===== src/rtl/blit_pkg.sv =====
package blit_pkg;
  typedef enum logic [1:0] {
    ST_IDLE   = 2'd0,
    ST_RD_SRC = 2'd1,
    ST_RD_DST = 2'd2,
    ST_WR     = 2'd3
  } blit_state_e;

  localparam int unsigned CFG_AW = 4;

  localparam logic [CFG_AW-1:0] REG_SRC_START = 4'd0;
  localparam logic [CFG_AW-1:0] REG_DST_START = 4'd1;
  localparam logic [CFG_AW-1:0] REG_SRC_PITCH = 4'd2;
  localparam logic [CFG_AW-1:0] REG_DST_PITCH = 4'd3;
  localparam logic [CFG_AW-1:0] REG_WIDTH     = 4'd4;
  localparam logic [CFG_AW-1:0] REG_HEIGHT    = 4'd5;
  localparam logic [CFG_AW-1:0] REG_DIR       = 4'd6;
  localparam logic [CFG_AW-1:0] REG_MIX       = 4'd7;
  localparam logic [CFG_AW-1:0] REG_FG_COL    = 4'd8;
  localparam logic [CFG_AW-1:0] REG_BG_COL    = 4'd9;
  localparam logic [CFG_AW-1:0] REG_OP        = 4'd10;

  localparam logic [4:0] OPC_BLIT     = 5'h08;
  localparam logic [4:0] OPC_BLIT_INV = 5'h09;
  localparam int unsigned OP_FG_SRC_BIT = 5;
endpackage


===== src/rtl/blit_rop.sv =====
module blit_rop #(
  parameter int unsigned DW = 8
) (
  input  logic [3:0]    code_i,
  input  logic [DW-1:0] s_i,
  input  logic [DW-1:0] d_i,
  output logic [DW-1:0] r_o
);
  always_comb begin
    unique case (code_i)
      4'h0: r_o = '0;
      4'h1: r_o = s_i & d_i;
      4'h2: r_o = s_i & ~d_i;
      4'h3: r_o = s_i;
      4'h4: r_o = ~s_i & d_i;
      4'h5: r_o = d_i;
      4'h6: r_o = s_i ^ d_i;
      4'h7: r_o = s_i | d_i;
      4'h8: r_o = ~s_i & ~d_i;
      4'h9: r_o = s_i ^ ~d_i;
      4'ha: r_o = ~d_i;
      4'hb: r_o = s_i | ~d_i;
      4'hc: r_o = ~s_i;
      4'hd: r_o = ~s_i | d_i;
      4'he: r_o = ~s_i | ~d_i;
      default: r_o = '1;
    endcase
  end
endmodule


===== src/rtl/blit_regs.sv =====
module blit_regs
  import blit_pkg::*;
#(
  parameter int unsigned AW = 22,
  parameter int unsigned PW = 12,
  parameter int unsigned DW = 8
) (
  input  logic              clk_i,
  input  logic              rst_ni,
  input  logic              cfg_we_i,
  input  logic [CFG_AW-1:0] cfg_addr_i,
  input  logic [AW-1:0]     cfg_wdata_i,
  input  logic              busy_i,
  output logic [AW-1:0]     src_start_o,
  output logic [AW-1:0]     dst_start_o,
  output logic [PW-1:0]     src_pitch_o,
  output logic [PW-1:0]     dst_pitch_o,
  output logic [PW-1:0]     width_m1_o,
  output logic [PW-1:0]     height_m1_o,
  output logic              x_neg_o,
  output logic              y_neg_o,
  output logic [3:0]        fg_mix_o,
  output logic [3:0]        bg_mix_o,
  output logic [DW-1:0]     fg_col_o,
  output logic [DW-1:0]     bg_col_o,
  output logic              inv_o,
  output logic              fg_src_o,
  output logic              start_o
);
  logic wr_ok;
  logic op_valid;

  assign wr_ok    = cfg_we_i && !busy_i;
  assign op_valid = (cfg_wdata_i[4:0] == OPC_BLIT) || (cfg_wdata_i[4:0] == OPC_BLIT_INV);
  assign start_o  = wr_ok && (cfg_addr_i == REG_OP) && op_valid;

  always_ff @(posedge clk_i or negedge rst_ni) begin
    if (!rst_ni) begin
      src_start_o <= '0;
      dst_start_o <= '0;
      src_pitch_o <= '0;
      dst_pitch_o <= '0;
      width_m1_o  <= '0;
      height_m1_o <= '0;
      x_neg_o     <= 1'b0;
      y_neg_o     <= 1'b0;
      fg_mix_o    <= '0;
      bg_mix_o    <= '0;
      fg_col_o    <= '0;
      bg_col_o    <= '0;
      inv_o       <= 1'b0;
      fg_src_o    <= 1'b0;
    end else if (wr_ok) begin
      unique case (cfg_addr_i)
        REG_SRC_START: src_start_o <= cfg_wdata_i;
        REG_DST_START: dst_start_o <= cfg_wdata_i;
        REG_SRC_PITCH: src_pitch_o <= cfg_wdata_i[PW-1:0];
        REG_DST_PITCH: dst_pitch_o <= cfg_wdata_i[PW-1:0];
        REG_WIDTH:     width_m1_o  <= cfg_wdata_i[PW-1:0];
        REG_HEIGHT:    height_m1_o <= cfg_wdata_i[PW-1:0];
        REG_DIR: begin
          x_neg_o <= cfg_wdata_i[0];
          y_neg_o <= cfg_wdata_i[1];
        end
        REG_MIX: begin
          fg_mix_o <= cfg_wdata_i[3:0];
          bg_mix_o <= cfg_wdata_i[7:4];
        end
        REG_FG_COL: fg_col_o <= cfg_wdata_i[DW-1:0];
        REG_BG_COL: bg_col_o <= cfg_wdata_i[DW-1:0];
        REG_OP: begin
          if (op_valid) begin
            inv_o    <= (cfg_wdata_i[4:0] == OPC_BLIT_INV);
            fg_src_o <= cfg_wdata_i[OP_FG_SRC_BIT];
          end
        end
        default: ;
      endcase
    end
  end

  // configuration frozen while a blit runs
  a_r4_cfg_frozen: assert property (@(posedge clk_i) disable iff (!rst_ni)
    busy_i |=> ($stable(src_start_o) && $stable(dst_start_o) && $stable(width_m1_o) &&
                $stable(height_m1_o) && $stable(fg_mix_o) && $stable(inv_o)));
endmodule


===== src/rtl/blit_walker.sv =====
module blit_walker #(
  parameter int unsigned AW = 22,
  parameter int unsigned PW = 12
) (
  input  logic          clk_i,
  input  logic          rst_ni,
  input  logic          active_i,
  input  logic          load_i,
  input  logic          step_i,
  input  logic [AW-1:0] src_start_i,
  input  logic [AW-1:0] dst_start_i,
  input  logic [PW-1:0] src_pitch_i,
  input  logic [PW-1:0] dst_pitch_i,
  input  logic [PW-1:0] width_m1_i,
  input  logic [PW-1:0] height_m1_i,
  input  logic          x_neg_i,
  input  logic          y_neg_i,
  output logic [AW-1:0] src_addr_o,
  output logic [AW-1:0] dst_addr_o,
  output logic          last_o
);
  logic [PW-1:0] col_q, row_q;
  logic [AW-1:0] src_row_q, dst_row_q;
  logic [AW-1:0] src_step, dst_step, col_off;
  logic          row_end;

  assign src_step = AW'(src_pitch_i) + AW'(1);
  assign dst_step = AW'(dst_pitch_i) + AW'(1);
  assign col_off  = AW'(col_q);
  assign row_end  = (col_q == width_m1_i);
  assign last_o   = row_end && (row_q == height_m1_i);

  assign src_addr_o = x_neg_i ? (src_row_q - col_off) : (src_row_q + col_off);
  assign dst_addr_o = x_neg_i ? (dst_row_q - col_off) : (dst_row_q + col_off);

  always_ff @(posedge clk_i or negedge rst_ni) begin
    if (!rst_ni) begin
      col_q     <= '0;
      row_q     <= '0;
      src_row_q <= '0;
      dst_row_q <= '0;
    end else if (load_i) begin
      col_q     <= '0;
      row_q     <= '0;
      src_row_q <= src_start_i;
      dst_row_q <= dst_start_i;
    end else if (step_i) begin
      if (row_end) begin
        col_q     <= '0;
        row_q     <= row_q + 1'b1;
        src_row_q <= y_neg_i ? (src_row_q - src_step) : (src_row_q + src_step);
        dst_row_q <= y_neg_i ? (dst_row_q - dst_step) : (dst_row_q + dst_step);
      end else begin
        col_q <= col_q + 1'b1;
      end
    end
  end

  // counters never pass the loaded size
  a_r5_in_range: assert property (@(posedge clk_i) disable iff (!rst_ni)
    active_i |-> (col_q <= width_m1_i) && (row_q <= height_m1_i));
endmodule


===== src/rtl/blit_ctrl.sv =====
module blit_ctrl
  import blit_pkg::*;
(
  input  logic clk_i,
  input  logic rst_ni,
  input  logic start_i,
  input  logic last_i,
  output logic busy_o,
  output logic load_o,
  output logic step_o,
  output logic rd_src_o,
  output logic rd_dst_o,
  output logic wr_o
);
  blit_state_e state_q, state_d;

  always_comb begin
    state_d = state_q;
    unique case (state_q)
      ST_IDLE:   if (start_i) state_d = ST_RD_SRC;
      ST_RD_SRC: state_d = ST_RD_DST;
      ST_RD_DST: state_d = ST_WR;
      ST_WR:     state_d = last_i ? ST_IDLE : ST_RD_SRC;
      default:   state_d = ST_IDLE;
    endcase
  end

  always_ff @(posedge clk_i or negedge rst_ni) begin
    if (!rst_ni) state_q <= ST_IDLE;
    else         state_q <= state_d;
  end

  assign busy_o   = (state_q != ST_IDLE);
  assign load_o   = (state_q == ST_IDLE) && start_i;
  assign rd_src_o = (state_q == ST_RD_SRC);
  assign rd_dst_o = (state_q == ST_RD_DST);
  assign wr_o     = (state_q == ST_WR);
  assign step_o   = wr_o;

  // three-phase pixel sequence
  a_r12_src_then_dst: assert property (@(posedge clk_i) disable iff (!rst_ni)
    rd_src_o |=> rd_dst_o);
  a_r12_dst_then_wr: assert property (@(posedge clk_i) disable iff (!rst_ni)
    rd_dst_o |=> wr_o);
  a_r12_no_back_to_back_wr: assert property (@(posedge clk_i) disable iff (!rst_ni)
    wr_o |=> !wr_o);
endmodule


===== src/rtl/blit_engine.sv =====
module blit_engine
  import blit_pkg::*;
#(
  parameter int unsigned AW = 22,
  parameter int unsigned PW = 12,
  parameter int unsigned DW = 8
) (
  input  logic              clk_i,
  input  logic              rst_ni,
  input  logic              cfg_we_i,
  input  logic [CFG_AW-1:0] cfg_addr_i,
  input  logic [AW-1:0]     cfg_wdata_i,
  output logic              busy_o,
  output logic              mem_req_o,
  output logic              mem_we_o,
  output logic [AW-1:0]     mem_addr_o,
  output logic [DW-1:0]     mem_wdata_o,
  input  logic [DW-1:0]     mem_rdata_i
);
  logic [AW-1:0] src_start, dst_start, src_addr, dst_addr;
  logic [PW-1:0] src_pitch, dst_pitch, width_m1, height_m1;
  logic          x_neg, y_neg, inv, fg_src, start, last;
  logic [3:0]    fg_mix, bg_mix, mix_code;
  logic [DW-1:0] fg_col, bg_col, src_q, src_eff, s_opnd;
  logic          load, step, rd_src, rd_dst, wr, is_fg;

  blit_regs #(.AW(AW), .PW(PW), .DW(DW)) u_regs (
    .clk_i, .rst_ni, .cfg_we_i, .cfg_addr_i, .cfg_wdata_i,
    .busy_i(busy_o),
    .src_start_o(src_start), .dst_start_o(dst_start),
    .src_pitch_o(src_pitch), .dst_pitch_o(dst_pitch),
    .width_m1_o(width_m1), .height_m1_o(height_m1),
    .x_neg_o(x_neg), .y_neg_o(y_neg),
    .fg_mix_o(fg_mix), .bg_mix_o(bg_mix),
    .fg_col_o(fg_col), .bg_col_o(bg_col),
    .inv_o(inv), .fg_src_o(fg_src), .start_o(start)
  );

  blit_ctrl u_ctrl (
    .clk_i, .rst_ni, .start_i(start), .last_i(last),
    .busy_o, .load_o(load), .step_o(step),
    .rd_src_o(rd_src), .rd_dst_o(rd_dst), .wr_o(wr)
  );

  blit_walker #(.AW(AW), .PW(PW)) u_walk (
    .clk_i, .rst_ni, .active_i(busy_o), .load_i(load), .step_i(step),
    .src_start_i(src_start), .dst_start_i(dst_start),
    .src_pitch_i(src_pitch), .dst_pitch_i(dst_pitch),
    .width_m1_i(width_m1), .height_m1_i(height_m1),
    .x_neg_i(x_neg), .y_neg_i(y_neg),
    .src_addr_o(src_addr), .dst_addr_o(dst_addr), .last_o(last)
  );

  // source pixel returns during the destination-read cycle
  always_ff @(posedge clk_i or negedge rst_ni) begin
    if (!rst_ni)     src_q <= '0;
    else if (rd_dst) src_q <= mem_rdata_i;
  end

  assign src_eff  = inv ? ~src_q : src_q;
  assign is_fg    = fg_src || (src_eff != '0);
  assign mix_code = is_fg ? fg_mix : bg_mix;
  assign s_opnd   = fg_src ? src_eff : (is_fg ? fg_col : bg_col);

  blit_rop #(.DW(DW)) u_rop (
    .code_i(mix_code), .s_i(s_opnd), .d_i(mem_rdata_i), .r_o(mem_wdata_o)
  );

  assign mem_req_o  = rd_src || rd_dst || wr;
  assign mem_we_o   = wr;
  assign mem_addr_o = rd_src ? src_addr : dst_addr;

  // no memory traffic while idle
  a_r1_idle_quiet: assert property (@(posedge clk_i) disable iff (!rst_ni)
    !busy_o |-> !mem_req_o && !mem_we_o);
  // accepted start raises busy next cycle
  a_r2_start_busy: assert property (@(posedge clk_i) disable iff (!rst_ni)
    (cfg_we_i && !busy_o && cfg_addr_i == REG_OP &&
     (cfg_wdata_i[4:0] == OPC_BLIT || cfg_wdata_i[4:0] == OPC_BLIT_INV)) |=> busy_o);
  // busy only drops right after a write
  a_r7_end_on_write: assert property (@(posedge clk_i) disable iff (!rst_ni)
    $fell(busy_o) |-> $past(mem_we_o));
endmodule


===== config.mk =====
export PLATFORM = sky130hd
export DESIGN_NAME = blit_engine
export DESIGN_NICKNAME = d
export VERILOG_FILES = /design/src/rtl/blit_pkg.sv /design/src/rtl/blit_rop.sv /design/src/rtl/blit_regs.sv /design/src/rtl/blit_walker.sv /design/src/rtl/blit_ctrl.sv /design/src/rtl/blit_engine.sv
export SDC_FILE = /design/constraint.sdc
export NUM_CORES = 1
export LEC_CHECK = 0
export ABC_AREA = 1
export BUFFER_PORTS_ARGS = -buffer_cell sky130_fd_sc_hd__buf_2
export CAP_MARGIN = 20
export CORE_ASPECT_RATIO = 1.5
export CORE_MARGIN = 1
export CORE_UTILIZATION = 50
export CTS_CLUSTER_SIZE = 30
export DETAILED_ROUTE_END_ITERATION = 10
export GPL_ROUTABILITY_DRIVEN = 0
export PLACE_DENSITY = 0.7
export SLEW_MARGIN = 30
export SYNTH_ARGS = -nofsm -noshare
export SYNTH_HDL_FRONTEND = slang
export SYNTH_SLANG_ARGS = --single-unit

===== constraint.sdc =====
create_clock -name clk_i -period 3.71 [get_ports clk_i]
set_clock_uncertainty 0.15 [all_clocks]
set_input_delay 0.371 -clock clk_i [delete_from_list [all_inputs] [get_ports clk_i]]
set_output_delay 0.371 -clock clk_i [all_outputs]
set_load 0.02 [all_outputs]

Word level (Yosys, flattened, before mapping):

Cells that the tools add are included.

* output and inout port bits: 33
* register bits after elaboration: 198
* input bits: 37
* word-level logic and storage cells: 131

* add/sub/neg operators: 12
* equality and inequality tests: 32
* bitwise gates (word level): 13
* muxes and demuxes: 25
* reductions and logical operators: 29

Operators by type and width (count)
* $mux W22: 11
* $pmux W8 S15: 1
* $mux W12: 6
* $add A22 B12 Y22: 2
* $add A22 B22 Y22: 2
* $sub A22 B12 Y22: 2
* $sub A22 B22 Y22: 2
* $eq A4 B4 Y1 const B: 10
* $and A8 B8 Y8: 4
* $eq A4 B3 Y1 const B: 8
* $or A8 B8 Y8: 4
* $add A12 B1 Y13 const B: 2
* $add A12 B1 Y12 const B: 2
* $eq A12 B12 Y1: 2
* $mux W8: 3
* $not A8 Y8: 3
* $reduce_and A2 Y1: 11
* $eq A4 B2 Y1 const B: 4
* $xor A8 B8 Y8: 2
* $eq A5 B4 Y1 const B: 2
* $eq A4 B1 Y1 const B: 2
* $logic_not A4 Y1: 2
* $pmux W2 S4: 1
* $reduce_bool A8 Y1: 1
* 12 further kinds: 22

Logic depth before layout (Yosys ltp):

* depth in word-level cells: 9
* depth in mapped cells: 25
* gate-level depth less buffers: 25

Hierarchy:

From an unflattened synthesis, not the netlist that was laid out.

* cells, all modules: 2474
* area total of the unflattened synthesis: 17242.8 um^2

Modules (own cells, without submodules)
* blit_walker: sequential area each 1701.6 um^2, times used 1, cells each 1448, area each 9447.8 um^2
* blit_regs: sequential area each 3002.9 um^2, times used 1, cells each 439, area each 5101.1 um^2
* blit_rop: sequential area each 0.0 um^2, times used 1, cells each 362, area each 1460.2 um^2
* blit_engine: sequential area each 200.2 um^2, times used 1, cells each 199, area each 1042.2 um^2
* blit_ctrl: sequential area each 50.0 um^2, times used 1, cells each 26, area each 191.4 um^2

Least setup slack after synthesis:

Ideal clock, no wire load.

* path kind: register -> output
* start point: register u_ctrl.state_q[1]
* end point: output port mem_addr_o[10]
* buffers on the path: 2
* cell stages (with the launch flop): 15
* arrival time: 3.100 ns
* data required time: 3.189 ns
* slack: 0.089 ns
* cells stage by stage: dfrtp_1 -> inv_1 -> ha_1 -> buf_1 -> clkbuf_1 -> nand2_1 -> o21ai_0 -> ha_1 -> fa_1 -> o21ai_0 -> a31oi_1 -> o21ai_0 -> nand3_1 -> nand2_1 -> xor2_1

* longest elaborated chain between the ends: 2

Ends and longest elaborated chain
* from (decl): line blit_ctrl.sv:15 `blit_state_e state_q, state_d;`
* from (signal assigned): line blit_ctrl.sv:30 `else state_q <= state_d;`
* $eq A2 B1 Y1: line blit_ctrl.sv:35 `assign rd_src_o = (state_q == ST_RD_SRC);`
* $mux W22: line blit_engine.sv:71 `assign mem_addr_o = rd_src ? src_addr : dst_addr;`
* to (decl): line blit_engine.sv:16 `output logic [AW-1:0] mem_addr_o,`

Every way passes these cells.

Worst setup path in the final report:

* start point: register u_walk.col_q[0]
* end point: output port mem_addr_o[18]

* longest elaborated chain between the ends: 3
* elaborated cells on any way between the ends: 7
* classes of those cells: add/sub (4); mux (3)

Ends and longest elaborated chain
* from (decl): line blit_walker.sv:22 `logic [PW-1:0] col_q, row_q;`
* from (signal assigned): line blit_walker.sv:54 `col_q <= col_q + 1'b1;`
* $add A22 B12 Y22 (tied with other cells): line blit_walker.sv:34 `assign dst_addr_o = x_neg_i ? (dst_row_q - col_off) : (dst_row_q + col_off);`
* $mux W22 (on tied branches): line blit_walker.sv:34, blit_walker.sv:33
* $mux W22 (*): line blit_engine.sv:71

Mark *: on every way between the ends. The rest lies on a longest branch, timed or not.

==> run metrics <==
DR WL/cell=17.0 µm; crit path time final=3.89 ns; Mapped Nets=2238; Reg area=a little under 5000 µm²; First DRT Iteration DRCs=between 800 and 900; Fmax=257 MHz; Crit Path Max Fanout=4; overall routed net length=45.1 mm; DRT antenna net count=0; grt ovf=0; Slew Limit Fails=0; total die area=30100 µm²; HP Class=in2reg; overall global routing resource usage=29.8%; Starting Density=51.0%; CTS root buf=clkbuf_16; Layout Nets=between 2000 and 2500; Syn Area/Cell=6.92 µm²; DRC viols=0; number of fillers in the final layout=2685; area of the multi-input gates=9300 µm²; Yosys cell types=44; HPWL after DPL=32.7 mm; Worst-Margin Slew=0.800 ns; H-tree depth=4; FP Rows=76; Post-Syn Area=14700 µm²; layout cells sized above 1=16.4%; ys flop type=dfrtp_1; cell with the most instances after synthesis=nand2_1; die width=142 µm; Ys Warns=0; Worst setup EP type=output pin; final cell count without fillers=~2700; vias in the first global route=between 10000 and 15000; arrival time worst endpoint=3.37 ns; CTS sink cnt=198; period utilization=105%; Post-synth top cells=nand2_1 (641), o21ai_0 (242), dfrtp_1 (198); Synth Register Bits=198; initial antenna violation count=0; Setup CP Type=reg2out; first-pass GRT wire length=69.0 mm; Yosys top cell area share=33.7%; final-report hold violation count=0; Req. time, crit path=3.19 ns; top cells by area, synth=dfrtp_1 (34%), nand2_1 (16%), o21ai_0 (8.2%), ha_1 (6.2%), inv_1 (4.8%); status=finished with violations; unrepaired setup endpoints after global routing=yes; Detailed Routing Iterations Pass 1=6; DR vias/cell=5.54; Rel. slew slack=46.5%; final worst slack=-0.185 ns; Post-synth EDFFs=0; sequential area share after synthesis=33.7%; Clk pin slew, worst setup/hold paths=~0.070 ns; Max clock buf depth=2; CTS tree=done; via count=between 10000 and 15000; Worst-Skew Late Latency=0.46 ns; I/O Buffers=between 60 and 70; placed cell count=2573; I/O pins=70; Yosys top cell by area=dfrtp_1; # diodes=0; largest net degree at the start of global routing=86; total CTS buffers=17; Startpoint Class=register; Synth async-reset ratio=100%; Post-Syn Instances=about 2100; Max Cap Viol=0; failing checks=negative setup slack; core area=28800 µm²; # setup viols final=10; Die Ht=212 µm; P&R area growth vs syn=18.4%
-- layout make-up --
class	instances	area share [%]
Multi-Input combinational cell	1663	53.4
Sequential cell	198	28.5
Timing Repair Buffer	175	7.54
Inverter	196	4.23
Tap cell	390	2.80
Clock buffer	20	2.68
Clock inverter	12	0.812
-- repair_timing --
item                                    CTS  global route
buffers inserted                         14            33
gates resized for setup                  47           132
cloned                                    1             0
pin swaps                                17            49
endpoints found under the hold margin    83             0
endpoints found under the setup margin   25            42
hold buffers                              1             0
-- kinds of logic (layout without fill, tap and decap cells) --
kind of cell,Yosys count,count (layout),share of synthesized area (%)
buf+inv,264,403,7.13
fa+ha+maj,76,76,6.62
simple gates,1028,1028,29.3
flops,198,198,33.7
mux,5,5,0.383
compound gates,443,443,16.2
xor+xnor,111,111,6.66
-- registers in the layout, summed over array words and instances, names as in the netlist, 8 cells and up --
name / flops
u_regs.dst_start_o: 22
u_regs.src_start_o: 22
u_walk.dst_row_q: 22
u_walk.src_row_q: 22
u_regs.dst_pitch_o: 12
u_regs.height_m1_o: 12
u_regs.src_pitch_o: 12
u_regs.width_m1_o: 12
u_walk.col_q: 12
u_walk.row_q: 12
src_q: 8
u_regs.bg_col_o: 8
u_regs.fg_col_o: 8
-- metal layers --
layer | part of all wire [%] | vias to the layer above | wire length (µm) | track usage (%)
met2 | 51 | 464 | 23200 | 54.7
met1 | 37 | 6826 | 16700 | 31.5
li1 | - | 7236 | - | -
met4 | 7.4 | 0 | 3320 | 20.9
met5 | 0 | - | 0 | 0
met3 | 4.2 | 173 | 1900 | 3.15
-- placed cells by master, fill, tap and decap left out, drive strengths merged, types with 7 or more instances in the layout --
| cell | instances |
|---|---|
| nand2 | 659 |
| o21ai | 251 |
| inv | 199 |
| dfrtp | 198 |
| buf | 173 |
| nor2 | 167 |
| nand3 | 139 |
| a21oi | 121 |
| xor2 | 77 |
| ha | 73 |
| xnor2 | 34 |
| nor3 | 27 |
| clkbuf | 21 |
| nand3b | 11 |
| nand4 | 11 |
| o211ai | 11 |
| o21bai | 11 |
| a31oi | 11 |
| a21o | 8 |
| nor4 | 8 |
| a211oi | 7 |
-- worst max-delay path, stage by stage (launching register included) --
cell,delay (ns)
dfrtp_1,0.40
inv_2,0.11
ha_4,0.16
nand3_4,0.09
nor2_4,0.13
nand3b_1,0.10
nand2_2,0.09
o21ai_2,0.07
a21oi_2,0.12
xor2_1,0.09
ha_1,0.39
nand2_2,0.10
nor2_2,0.10
inv_2,0.07
nor2_4,0.14
a21oi_2,0.08
o21bai_1,0.19
nand3_1,0.09
nand2_1,0.08
xor2_1,0.14
buf_4,0.15
-- through the flow --
step	TNS [ns]	setup WS (ns)	hold WS, ns	utilization [%]	instance area (µm²)
global placement	0	0.0992	0.314	54.6	15700
floorplan	0	0.0889	-0.0746	-	14700
CTS	-0.272	-0.0914	0.0214	57.7	16600
detailed placement	-0.157	-0.116	0.319	54.6	15700
finish	-1.10	-0.185	0.0218	60.4	17400
global route	-3.36	-0.373	0.0378	60.4	17400
-- path summary, 6_finish.rpt --
path,start,end,slack [ns],depth (start not counted)
max reg2reg,u_regs.src_pitch_o[0],u_walk.src_row_q[21],0.16,24
max in group asynchronous,rst_ni,u_ctrl.state_q[0],2.21,3
min reg2reg,u_regs.dst_start_o[16],u_regs.dst_start_o[16],0.33,2
min,cfg_wdata_i[19],u_regs.src_start_o[19],0.02,3
max,u_walk.col_q[0],mem_addr_o[18],-0.18,20
min in group asynchronous,rst_ni,u_regs.height_m1_o[6],0.38,2
Power is left out: the tool's default activity adds up to more than one toggle a clock period on the data nets, which glitch-free logic cannot reach.
